[config.mk]
export PLATFORM = sky130hd
export DESIGN_NAME = micro_seq
export DESIGN_NICKNAME = d
export VERILOG_FILES = /design/src/rtl/micro_seq_pkg.sv /design/src/rtl/micro_seq_rom.sv /design/src/rtl/micro_seq_ctrl.sv /design/src/rtl/micro_seq_path.sv /design/src/rtl/micro_seq.sv
export SDC_FILE = /design/constraint.sdc
export NUM_CORES = 1
export LEC_CHECK = 0
export ABC_AREA = 1
export CORE_ASPECT_RATIO = 0.5
export CORE_MARGIN = 1
export CORE_UTILIZATION = 38
export CTS_CLUSTER_SIZE = 12
export DETAILED_ROUTE_END_ITERATION = 12
export DONT_BUFFER_PORTS = 1
export HOLD_SLACK_MARGIN = 0.03
export PLACE_DENSITY = 0.6
export SETUP_SLACK_MARGIN = 0.05
export SYNTH_ARGS = -nofsm -noshare
export SYNTH_HDL_FRONTEND = slang
export SYNTH_SLANG_ARGS = --single-unit
[constraint.sdc]
create_clock -name clk -period 2.3 [get_ports clk]
set_clock_uncertainty 0.2 [all_clocks]
set_input_delay 0.345 -clock clk [delete_from_list [all_inputs] [get_ports clk]]
set_output_delay 0.345 -clock clk [all_outputs]
set_load 0.03 [all_outputs]
[src/rtl/micro_seq_pkg.sv]
package micro_seq_pkg;
  localparam int ADDR_W = 7;
  localparam int OP_W = 4;
  localparam int STAT_W = 3;
  localparam int UOP_W = ADDR_W + 1;
  localparam int WORD_W = UOP_W + 1 + 2 + 2 + ADDR_W;
  localparam logic [ADDR_W-1:0] SUB_ENTRY = 7'd120;

  typedef enum logic [1:0] {
    KIND_JUMP = 2'd0,
    KIND_CALL = 2'd1,
    KIND_RET  = 2'd2,
    KIND_MAP  = 2'd3
  } nextKind_t;

  typedef struct packed {
    logic [UOP_W-1:0]  uop;
    logic              invert;
    logic [1:0]        condSel;
    nextKind_t         kind;
    logic [ADDR_W-1:0] target;
  } uword_t;

  typedef struct packed {
    logic takeTarget;
    logic takeMap;
    logic takeReturn;
    logic saveReturn;
  } seqStrobe_t;

  // Fixed microprogram, derived from the address alone.
  function automatic uword_t romWord(input logic [ADDR_W-1:0] a);
    uword_t w;
    w.uop     = {1'b1, a};
    w.invert  = 1'b0;
    w.condSel = 2'd0;
    w.kind    = KIND_JUMP;
    w.target  = '0;
    case (a[1:0])
      2'd0: w.invert = 1'b1;
      2'd1: begin
        w.invert  = a[4];
        w.condSel = a[3:2];
        if (a[6]) begin
          w.kind = KIND_RET;
        end else begin
          w.kind   = KIND_JUMP;
          w.target = {1'b1, a[5:2], 2'b00};
        end
      end
      2'd2: begin
        if (a[6]) begin
          w.kind = KIND_RET;
        end else begin
          w.kind   = KIND_CALL;
          w.target = SUB_ENTRY;
        end
      end
      default: w.kind = KIND_MAP;
    endcase
    return w;
  endfunction
endpackage

[src/rtl/micro_seq_rom.sv]
module micro_seq_rom
  import micro_seq_pkg::*;
(
  input  logic [ADDR_W-1:0] addr,
  output uword_t            word
);
  localparam int DEPTH = 1 << ADDR_W;

  uword_t romArr [DEPTH];

  generate
    for (genvar i = 0; i < DEPTH; i++) begin : g_entry
      assign romArr[i] = romWord(ADDR_W'(i));
    end
  endgenerate

  assign word = romArr[addr];
endmodule

[src/rtl/micro_seq_ctrl.sv]
module micro_seq_ctrl
  import micro_seq_pkg::*;
(
  input  nextKind_t         kind,
  input  logic [1:0]        condSel,
  input  logic              invert,
  input  logic [STAT_W-1:0] status,
  output seqStrobe_t        strobe
);
  logic flag;
  logic condMet;

  always_comb begin
    case (condSel)
      2'd0:    flag = 1'b1;
      2'd1:    flag = status[0];
      2'd2:    flag = status[1];
      default: flag = status[2];
    endcase
    condMet = flag ^ invert;
  end

  always_comb begin
    strobe = '0;
    if (condMet) begin
      case (kind)
        KIND_JUMP: strobe.takeTarget = 1'b1;
        KIND_CALL: begin
          strobe.takeTarget = 1'b1;
          strobe.saveReturn = 1'b1;
        end
        KIND_RET: strobe.takeReturn = 1'b1;
        default:  strobe.takeMap = 1'b1;
      endcase
    end
  end
endmodule

[src/rtl/micro_seq_path.sv]
module micro_seq_path
  import micro_seq_pkg::*;
#(
  parameter logic [ADDR_W-1:0] START_ADDR = 7'd3,
  parameter int MAP_LSB = 2
) (
  input  logic              clk,
  input  logic              rstN,
  input  seqStrobe_t        strobe,
  input  logic [ADDR_W-1:0] target,
  input  logic [OP_W-1:0]   opcode,
  output logic [ADDR_W-1:0] car
);
  localparam int PAD_W = ADDR_W - OP_W - MAP_LSB;

  logic [ADDR_W-1:0] sbr;
  logic [ADDR_W-1:0] carInc;
  logic [ADDR_W-1:0] mapped;
  logic [ADDR_W-1:0] nextCar;

  assign carInc = car + ADDR_W'(1);
  assign mapped = {{PAD_W{1'b0}}, opcode, {MAP_LSB{1'b0}}};

  always_comb begin
    if (strobe.takeReturn)      nextCar = sbr;
    else if (strobe.takeMap)    nextCar = mapped;
    else if (strobe.takeTarget) nextCar = target;
    else                        nextCar = carInc;
  end

  always_ff @(posedge clk or negedge rstN) begin
    if (!rstN) begin
      car <= START_ADDR;
      sbr <= '0;
    end else begin
      car <= nextCar;
      if (strobe.saveReturn) sbr <= carInc;
    end
  end

  // a false condition steps the address by one
  a_r3_step: assert property (@(posedge clk) disable iff (!rstN)
    !(strobe.takeTarget || strobe.takeMap || strobe.takeReturn)
    |=> car == $past(car) + ADDR_W'(1));


  a_r4_jump: assert property (@(posedge clk) disable iff (!rstN)
    strobe.takeTarget |=> car == $past(target));


  a_r5_call_saves: assert property (@(posedge clk) disable iff (!rstN)
    strobe.saveReturn |=> sbr == $past(car) + ADDR_W'(1));


  a_r6_return: assert property (@(posedge clk) disable iff (!rstN)
    strobe.takeReturn |=> car == $past(sbr));

  a_r6_sbr_hold: assert property (@(posedge clk) disable iff (!rstN)
    !strobe.saveReturn |=> $stable(sbr));


  a_r7_map: assert property (@(posedge clk) disable iff (!rstN)
    strobe.takeMap |=> car == {1'b0, $past(opcode), 2'b00});
endmodule

[src/rtl/micro_seq.sv]
module micro_seq
  import micro_seq_pkg::*;
#(
  parameter logic [ADDR_W-1:0] START_ADDR = 7'd3
) (
  input  logic              clk,
  input  logic              rstN,
  input  logic [OP_W-1:0]   opcode,
  input  logic [STAT_W-1:0] status,
  output logic [WORD_W-1:0] ctrlWord,
  output logic [ADDR_W-1:0] car
);
  uword_t     word;
  seqStrobe_t strobe;

  micro_seq_rom u_rom (
    .addr(car),
    .word(word)
  );

  micro_seq_ctrl u_ctrl (
    .kind(word.kind),
    .condSel(word.condSel),
    .invert(word.invert),
    .status(status),
    .strobe(strobe)
  );

  micro_seq_path #(.START_ADDR(START_ADDR), .MAP_LSB(2)) u_path (
    .clk(clk),
    .rstN(rstN),
    .strobe(strobe),
    .target(word.target),
    .opcode(opcode),
    .car(car)
  );

  assign ctrlWord = word;
endmodule

======== After elaboration in Yosys (flattened, before gate mapping) ========
Memories as Yosys holds them, arrays and structs flattened.
Index checks and enable logic that the tools add are counted.
word-level totals
  output and inout port bits .............. 27
  memories kept ........................... 1
  bits in registers ....................... 14
  input bits .............................. 9
  memory bits (read-only) ................. 2560
  word-level logic and storage cells ...... 26
operators by class
  reductions and logical operators ........ 4
  add/sub/neg operators ................... 1
  equality and inequality tests ........... 4
  $lt $le $gt $ge ......................... 1
  mux-type cells .......................... 11
  bitwise gates (word level) .............. 2
memories
  name              depth  width  rd ports  clocked after Yosys merged registers in  write ports  line                 text
  (name not given)  128    20     1         0                                        0            micro_seq_rom.sv:17  assign word = romArr[addr];
operators with widths
  kind                 number
  $mux 20              2
  $mux 7               3
  $ge 8x8->1 const B   1
  $not 7->8            1
  $add 7x1->7 const B  1
  $eq 2x1->1 const B   2
  $eq 2x2->1 const B   2
  $logic_not 2->1      2
  $mux 1               4
  $mux 4               1
  $pmux 1 s3           1
  $reduce_or 3->1      1
  $reduce_or 2->1      1
  $xor 1x1->1          1

======== Longest topological paths before layout ========
  depth after elaboration ................. 11
  depth in mapped cells ................... 12
  mapped depth without buffers ............ 11

======== By module ========
From an unflattened synthesis, not the netlist that was laid out.
unflattened totals
  cells, all modules ...................... 168
  area, all modules ....................... 1136.1 sq um
modules (own cells, without submodules)
  module          area an instance (sq um)  seq. area each (sq um)  cells an instance  instances
  micro_seq_path  760.7                     352.8                   98                 1
  micro_seq_rom   257.7                     0.0                     45                 1
  micro_seq_ctrl  117.6                     0.0                     25                 1

======== Worst setup path after synthesis ========
OpenSTA, ideal clock, no wires.
  path kind ............................... register to register
  from .................................... register u_path.car[1]
  to ...................................... register u_path.sbr[0]
  buffers on the path ..................... 1
  data arrival time ....................... 1.952 ns
  cell stages (with the launch flop) ...... 13
  period minus slack after synthesis ...... 2.228 ns
  required time ........................... 2.024 ns
  setup time .............................. 0.076 ns
  path slack .............................. 0.072 ns
  path through ............................ dfstp_2 inv_1 ha_1 nand2_2 inv_2 nand2_1 nand2_1 nand3_1 nand3_2 nor2_4 buf_6 nand2_1 o21ai_1
between the ends
  word-level cells in the longest chain between the ends .. 8
  elaborated cells between the ends (all ways) .. 12
  classes of those cells .................. eq/ne: 3; mux: 5; bitwise: 2; reduce/logical: 1; memory: 1
RTL lines
  item                                            line                  text
  start: declaration                              micro_seq_path.sv:12  output logic [ADDR_W-1:0] car
  start signal: assignment                        micro_seq_path.sv:36  car <= nextCar;
  $not 7->8 (not written as such) (*)             micro_seq_rom.sv:17
  $mem_v2 128x20 (*)                              -
  $mux 20 (not written as such) (*) (2 in a row)  micro_seq_rom.sv:17
  net ctrlWord[9]                                 micro_seq.sv:10       output logic [WORD_W-1:0] ctrlWord,
  $eq 2x2->1, or another cell as far along        micro_seq_ctrl.sv:14  case (condSel)
  $pmux 1 s3 (*)                                  micro_seq_ctrl.sv:14
  $xor 1x1->1 (*)                                 micro_seq_ctrl.sv:20  condMet = flag ^ invert;
  $mux 4 (*)                                      micro_seq_ctrl.sv:25  if (condMet) begin
  end signal: assignment                          micro_seq_path.sv:37  if (strobe.saveReturn) sbr <= carInc;
  end: declaration                                micro_seq_path.sv:16  logic [ADDR_W-1:0] sbr;
Mark *: on every way through the listed nets, which the timed path passes. The rest lies on a longest branch. The select of a mux whose other input is x is not followed.
A chain may end at the register's enable or synchronous reset.

======== Worst setup path after layout ========
  from .................................... register u_path.car[1]
  to ...................................... output port ctrlWord[4]
between the ends
  word-level cells in the longest chain between the ends .. 4
RTL lines
  item                                        line
  $not 7->8 (not written as such)             micro_seq_rom.sv:17
  $mem_v2 128x20                              -
  $mux 20 (not written as such) (2 in a row)  micro_seq_rom.sv:17
  end: declaration                            micro_seq.sv:10
Every way passes these cells. The select of a mux whose other input is x is not followed.

==> impl.org <==
** Cells and area
- Fraction of final layout cells with drive strength greater than 1 :: 0.3106
- Counting the fill cells in the layout gives 266.
- Sequential cell area :: ~350 sq um
- Diodes inserted :: 0
- Number of standard cells in the layout, taps in and fillers out :: 198
- Relative to the synthesized area, the layout overhead comes to 20.13%.
- The final layout contains about 180 nets.
- Multi-input gate area :: between 600 and 700 sq um

** Detailed routing
- Routed length per instance :: 13.78 um
- After detailed routing, the number of vias per cell comes to 5.076.
- DRT iter0 DRCs :: 51
- Count of unresolved DRC violations after routing :: 0
- Routed vias :: 1005
- For this run, the detailed router's first-pass iteration total came to 4.
- In this run the remaining antenna-violating nets after routing total 0.
- The final layout contains routed wiring with a total length of 2729 um.

** Yosys
- Yosys reg bits :: 14
- The average instance in the mapped netlist occupies 7.516 sq um.
- Synth unique cells :: 26
- Synthesized netlist cell count :: 148
- Netlist area before placement :: 1112 sq um
- Sequential fraction of the synthesis area :: 0.3172
- Ys Warns :: 0

** Timing
- Setup violations remaining at the end of the flow were counted as 0.
- Final Hold Violating Endpoints :: 0
- Post-route setup slack :: 0.07704 ns
- Smallest hold slack :: roughly 0.15 ns
- Transition at the pin with the smallest max-transition slack :: approximately 0.66 ns
- For the finished layout, the period the worst path requires is between 2 and 2.5 ns.
- Headroom to the max-slew limit came out at 0.5596.
- Of the available clock period, the critical path in the final layout requires 0.9665.
- RSZ-0062 raised after global routing :: true
- Maximum clock frequency :: 0.4499 GHz
- The final max-slew violation count is 0.

** Floorplanning
- Die H :: 40.26 um
- The floorplan step defined a die boundary enclosing approximately 3200 sq um.
- The die is between 70 and 80 um wide.
- Effective utilization at floorplan :: 0.4145
- I/O pin count :: 36
- Core Area :: 2684 sq um
- Row Count :: 13

** Clocking
- Largest buffer count on any clock path :: 2
- CTS H-Tree Depth :: 1
- Clock latency on the worst-skew pair :: 0.25 ns
- Clock tree from TritonCTS :: done
- Register clock-pin slew on the reported worst setup and hold paths :: 0.06 ns
- Cell at the root of the clock tree :: sky130_fd_sc_hd__clkbuf_8
- TritonCTS created 3 clock buffers.
- Num Clock Sinks :: 14

** Hold path
- Start point of the worst min-delay path :: opcode[3]
- The min-delay analysis places its worst path in the category input port to register.

** Setup path
- Levels on crit path :: 6
- Most repeated library cell on the critical path :: sky130_fd_sc_hd__inv_2
- The worst setup path is launched from a register.
- Nature of the critical path endpoint :: output pin
- In this run the worst setup path begins at u_path.car[1].
- Worst Path Buf+Inv :: 3
- Arrival time at the worst endpoint :: 1.68 ns
- Type of the worst setup path :: register to output pin
- Cell with the biggest individual delay on the critical path :: sky130_fd_sc_hd__dfstp_2
- Register-to-register path setup slack :: 0.09 ns
- For this run, the slowest stage of the critical path takes 0.54 ns.
- Crit path max-delay family :: flip-flops
- Largest driver fanout on the critical path :: 5
- The worst register-to-register path has a depth of 12.
- In this run the critical register-to-register path is launched from u_path.car[1].
- Data on the critical path is required at its endpoint by 1.75 ns.
- Crit path cell chain :: inv_1, ha_1, inv_2, a21oi_1, nand2_1, inv_2
- The most critical setup path has its endpoint at ctrlWord[4].
- Capture point of the worst reg-to-reg path :: u_path.car[4]

** Global routing
- GRT Util Overall :: 0.1741
- Maximum number of pins on one net before global-route repair :: 15
- The first global-routing pass estimated 3926 um of wire.
- GRT Residual Overflow :: 0
- Vias in the first global route :: 794
- The initial antenna violation count came to 0.

** Place
- Buffers placed on the I/O ports in this run total 0.
- Routability cong. :: 0.8596
- Before CTS, the worst setup slack after placement is roughly 0.13 ns.
- The wire-length estimate of the detail-placed layout is 2040 um.
- # placed instances :: 187

** Run
- Maximum capacitance violations :: 0

** Run status
- Run status :: complete, no violations
-- flip-flops by register name, indices dropped and copies added (netlist names) --
name,flops
u_path.car,7
u_path.sbr,7
-- cells in the mapped netlist --
| cell type | instances | area share |
|---|---|---|
| sky130_fd_sc_hd__o211ai_1 | 5 | 0.034 |
| sky130_fd_sc_hd__buf_4 | 13 | 0.088 |
| sky130_fd_sc_hd__nor2_2 | 1 | 0.0056 |
| sky130_fd_sc_hd__nand2_2 | 2 | 0.011 |
| sky130_fd_sc_hd__nand3_2 | 2 | 0.018 |
| sky130_fd_sc_hd__conb_1 | 2 | 0.0068 |
| sky130_fd_sc_hd__xnor2_1 | 1 | 0.0079 |
| sky130_fd_sc_hd__nand3_1 | 19 | 0.085 |
| sky130_fd_sc_hd__buf_6 | 1 | 0.010 |
| sky130_fd_sc_hd__ha_1 | 6 | 0.067 |
| sky130_fd_sc_hd__o21ai_2 | 3 | 0.024 |
| sky130_fd_sc_hd__nor2_1 | 11 | 0.037 |
| sky130_fd_sc_hd__buf_2 | 1 | 0.0045 |
| sky130_fd_sc_hd__dfrtp_1 | 12 | 0.27 |
| sky130_fd_sc_hd__a21oi_1 | 7 | 0.031 |
| sky130_fd_sc_hd__inv_1 | 16 | 0.054 |
| sky130_fd_sc_hd__inv_2 | 4 | 0.013 |
| sky130_fd_sc_hd__nand2_1 | 24 | 0.081 |
| sky130_fd_sc_hd__o22ai_1 | 2 | 0.011 |
| sky130_fd_sc_hd__o21a_1 | 4 | 0.027 |
| sky130_fd_sc_hd__nor2_4 | 1 | 0.010 |
| sky130_fd_sc_hd__dfstp_2 | 2 | 0.047 |
| sky130_fd_sc_hd__or2_0 | 1 | 0.0056 |
| sky130_fd_sc_hd__nor3_1 | 1 | 0.0045 |
| sky130_fd_sc_hd__xor2_1 | 4 | 0.031 |
| sky130_fd_sc_hd__o21ai_1 | 3 | 0.013 |
-- metal layers --
| layer | vias to the layer above | wire length [um] | global-route usage |
|---|---|---|---|
| li1 | 492 | - | - |
| met1 | 463 | 1336 | 0.2372 |
| met2 | 43 | 1106 | 0.2565 |
| met3 | 7 | 226 | 0.05000 |
| met4 | 0 | 60 | 0.08333 |
| met5 | - | 0 | 0 |
-- how the worst min path moves through the flow --
stage	end	slack (ns)	cells after the start
finish	u_path.car[5]	0.15	2
global route	u_path.car[3]	0.16	2
CTS	u_path.car[4]	0.16	2
detailed placement	u_path.car[2]	-0.15	0
floorplan	u_path.car[2]	-0.15	0
global placement	u_path.car[3]	-0.15	0
-- placed cells by master (no fill, tap or decap), drive strengths merged, types with 5 or more instances in the layout --
cell type and instances:
nand3 21, nor2 13, buf 22, o211ai 5, o21ai 6, a21oi 7, ha 6, dfrtp 12
inv 20, nand2 26
-- layout make-up --
class                   instances  area share
multi-input cells             100      0.4532
flip-flops and latches         14      0.2640
repair buffers                 23      0.1489
inverters                      20     0.05805
clock buffers                   4     0.04120
well taps                      37     0.03464
-- metrics by stage --
| stage | util | TNS (ns) | cell area [sq um] |
|---|---|---|---|
| after floorplan | - | 0 | 1116 |
| after global placement | 0.4354 | 0 | 1169 |
| after detailed placement | 0.4354 | 0 | 1169 |
| after CTS | 0.4620 | 0 | 1240 |
| after global routing | 0.4979 | -0.02800 | 1336 |
| final | 0.4979 | 0 | 1336 |
-- logic make-up after synthesis --
family,Yosys count,synth area share
AND/OR/NAND/NOR,62,0.2587
buffers and inverters,35,0.1698
AO/OA/AOI/OAI,24,0.1406
flip-flops,14,0.3172
adder cells (fa/ha/maj),6,0.06749
XOR/XNOR,5,0.03937
other,2,0.006752
-- timing repair --
item	in CTS	in global routing
endpoints found under the setup margin	6	19
endpoints found under the hold margin	14	0
resized for setup	7	10
buffers inserted	0	6
pin swaps	0	2
hold buffers	1	0
Power is not shown: default switching activity piles up to over one toggle a cycle in this logic, so the estimate is an artifact.
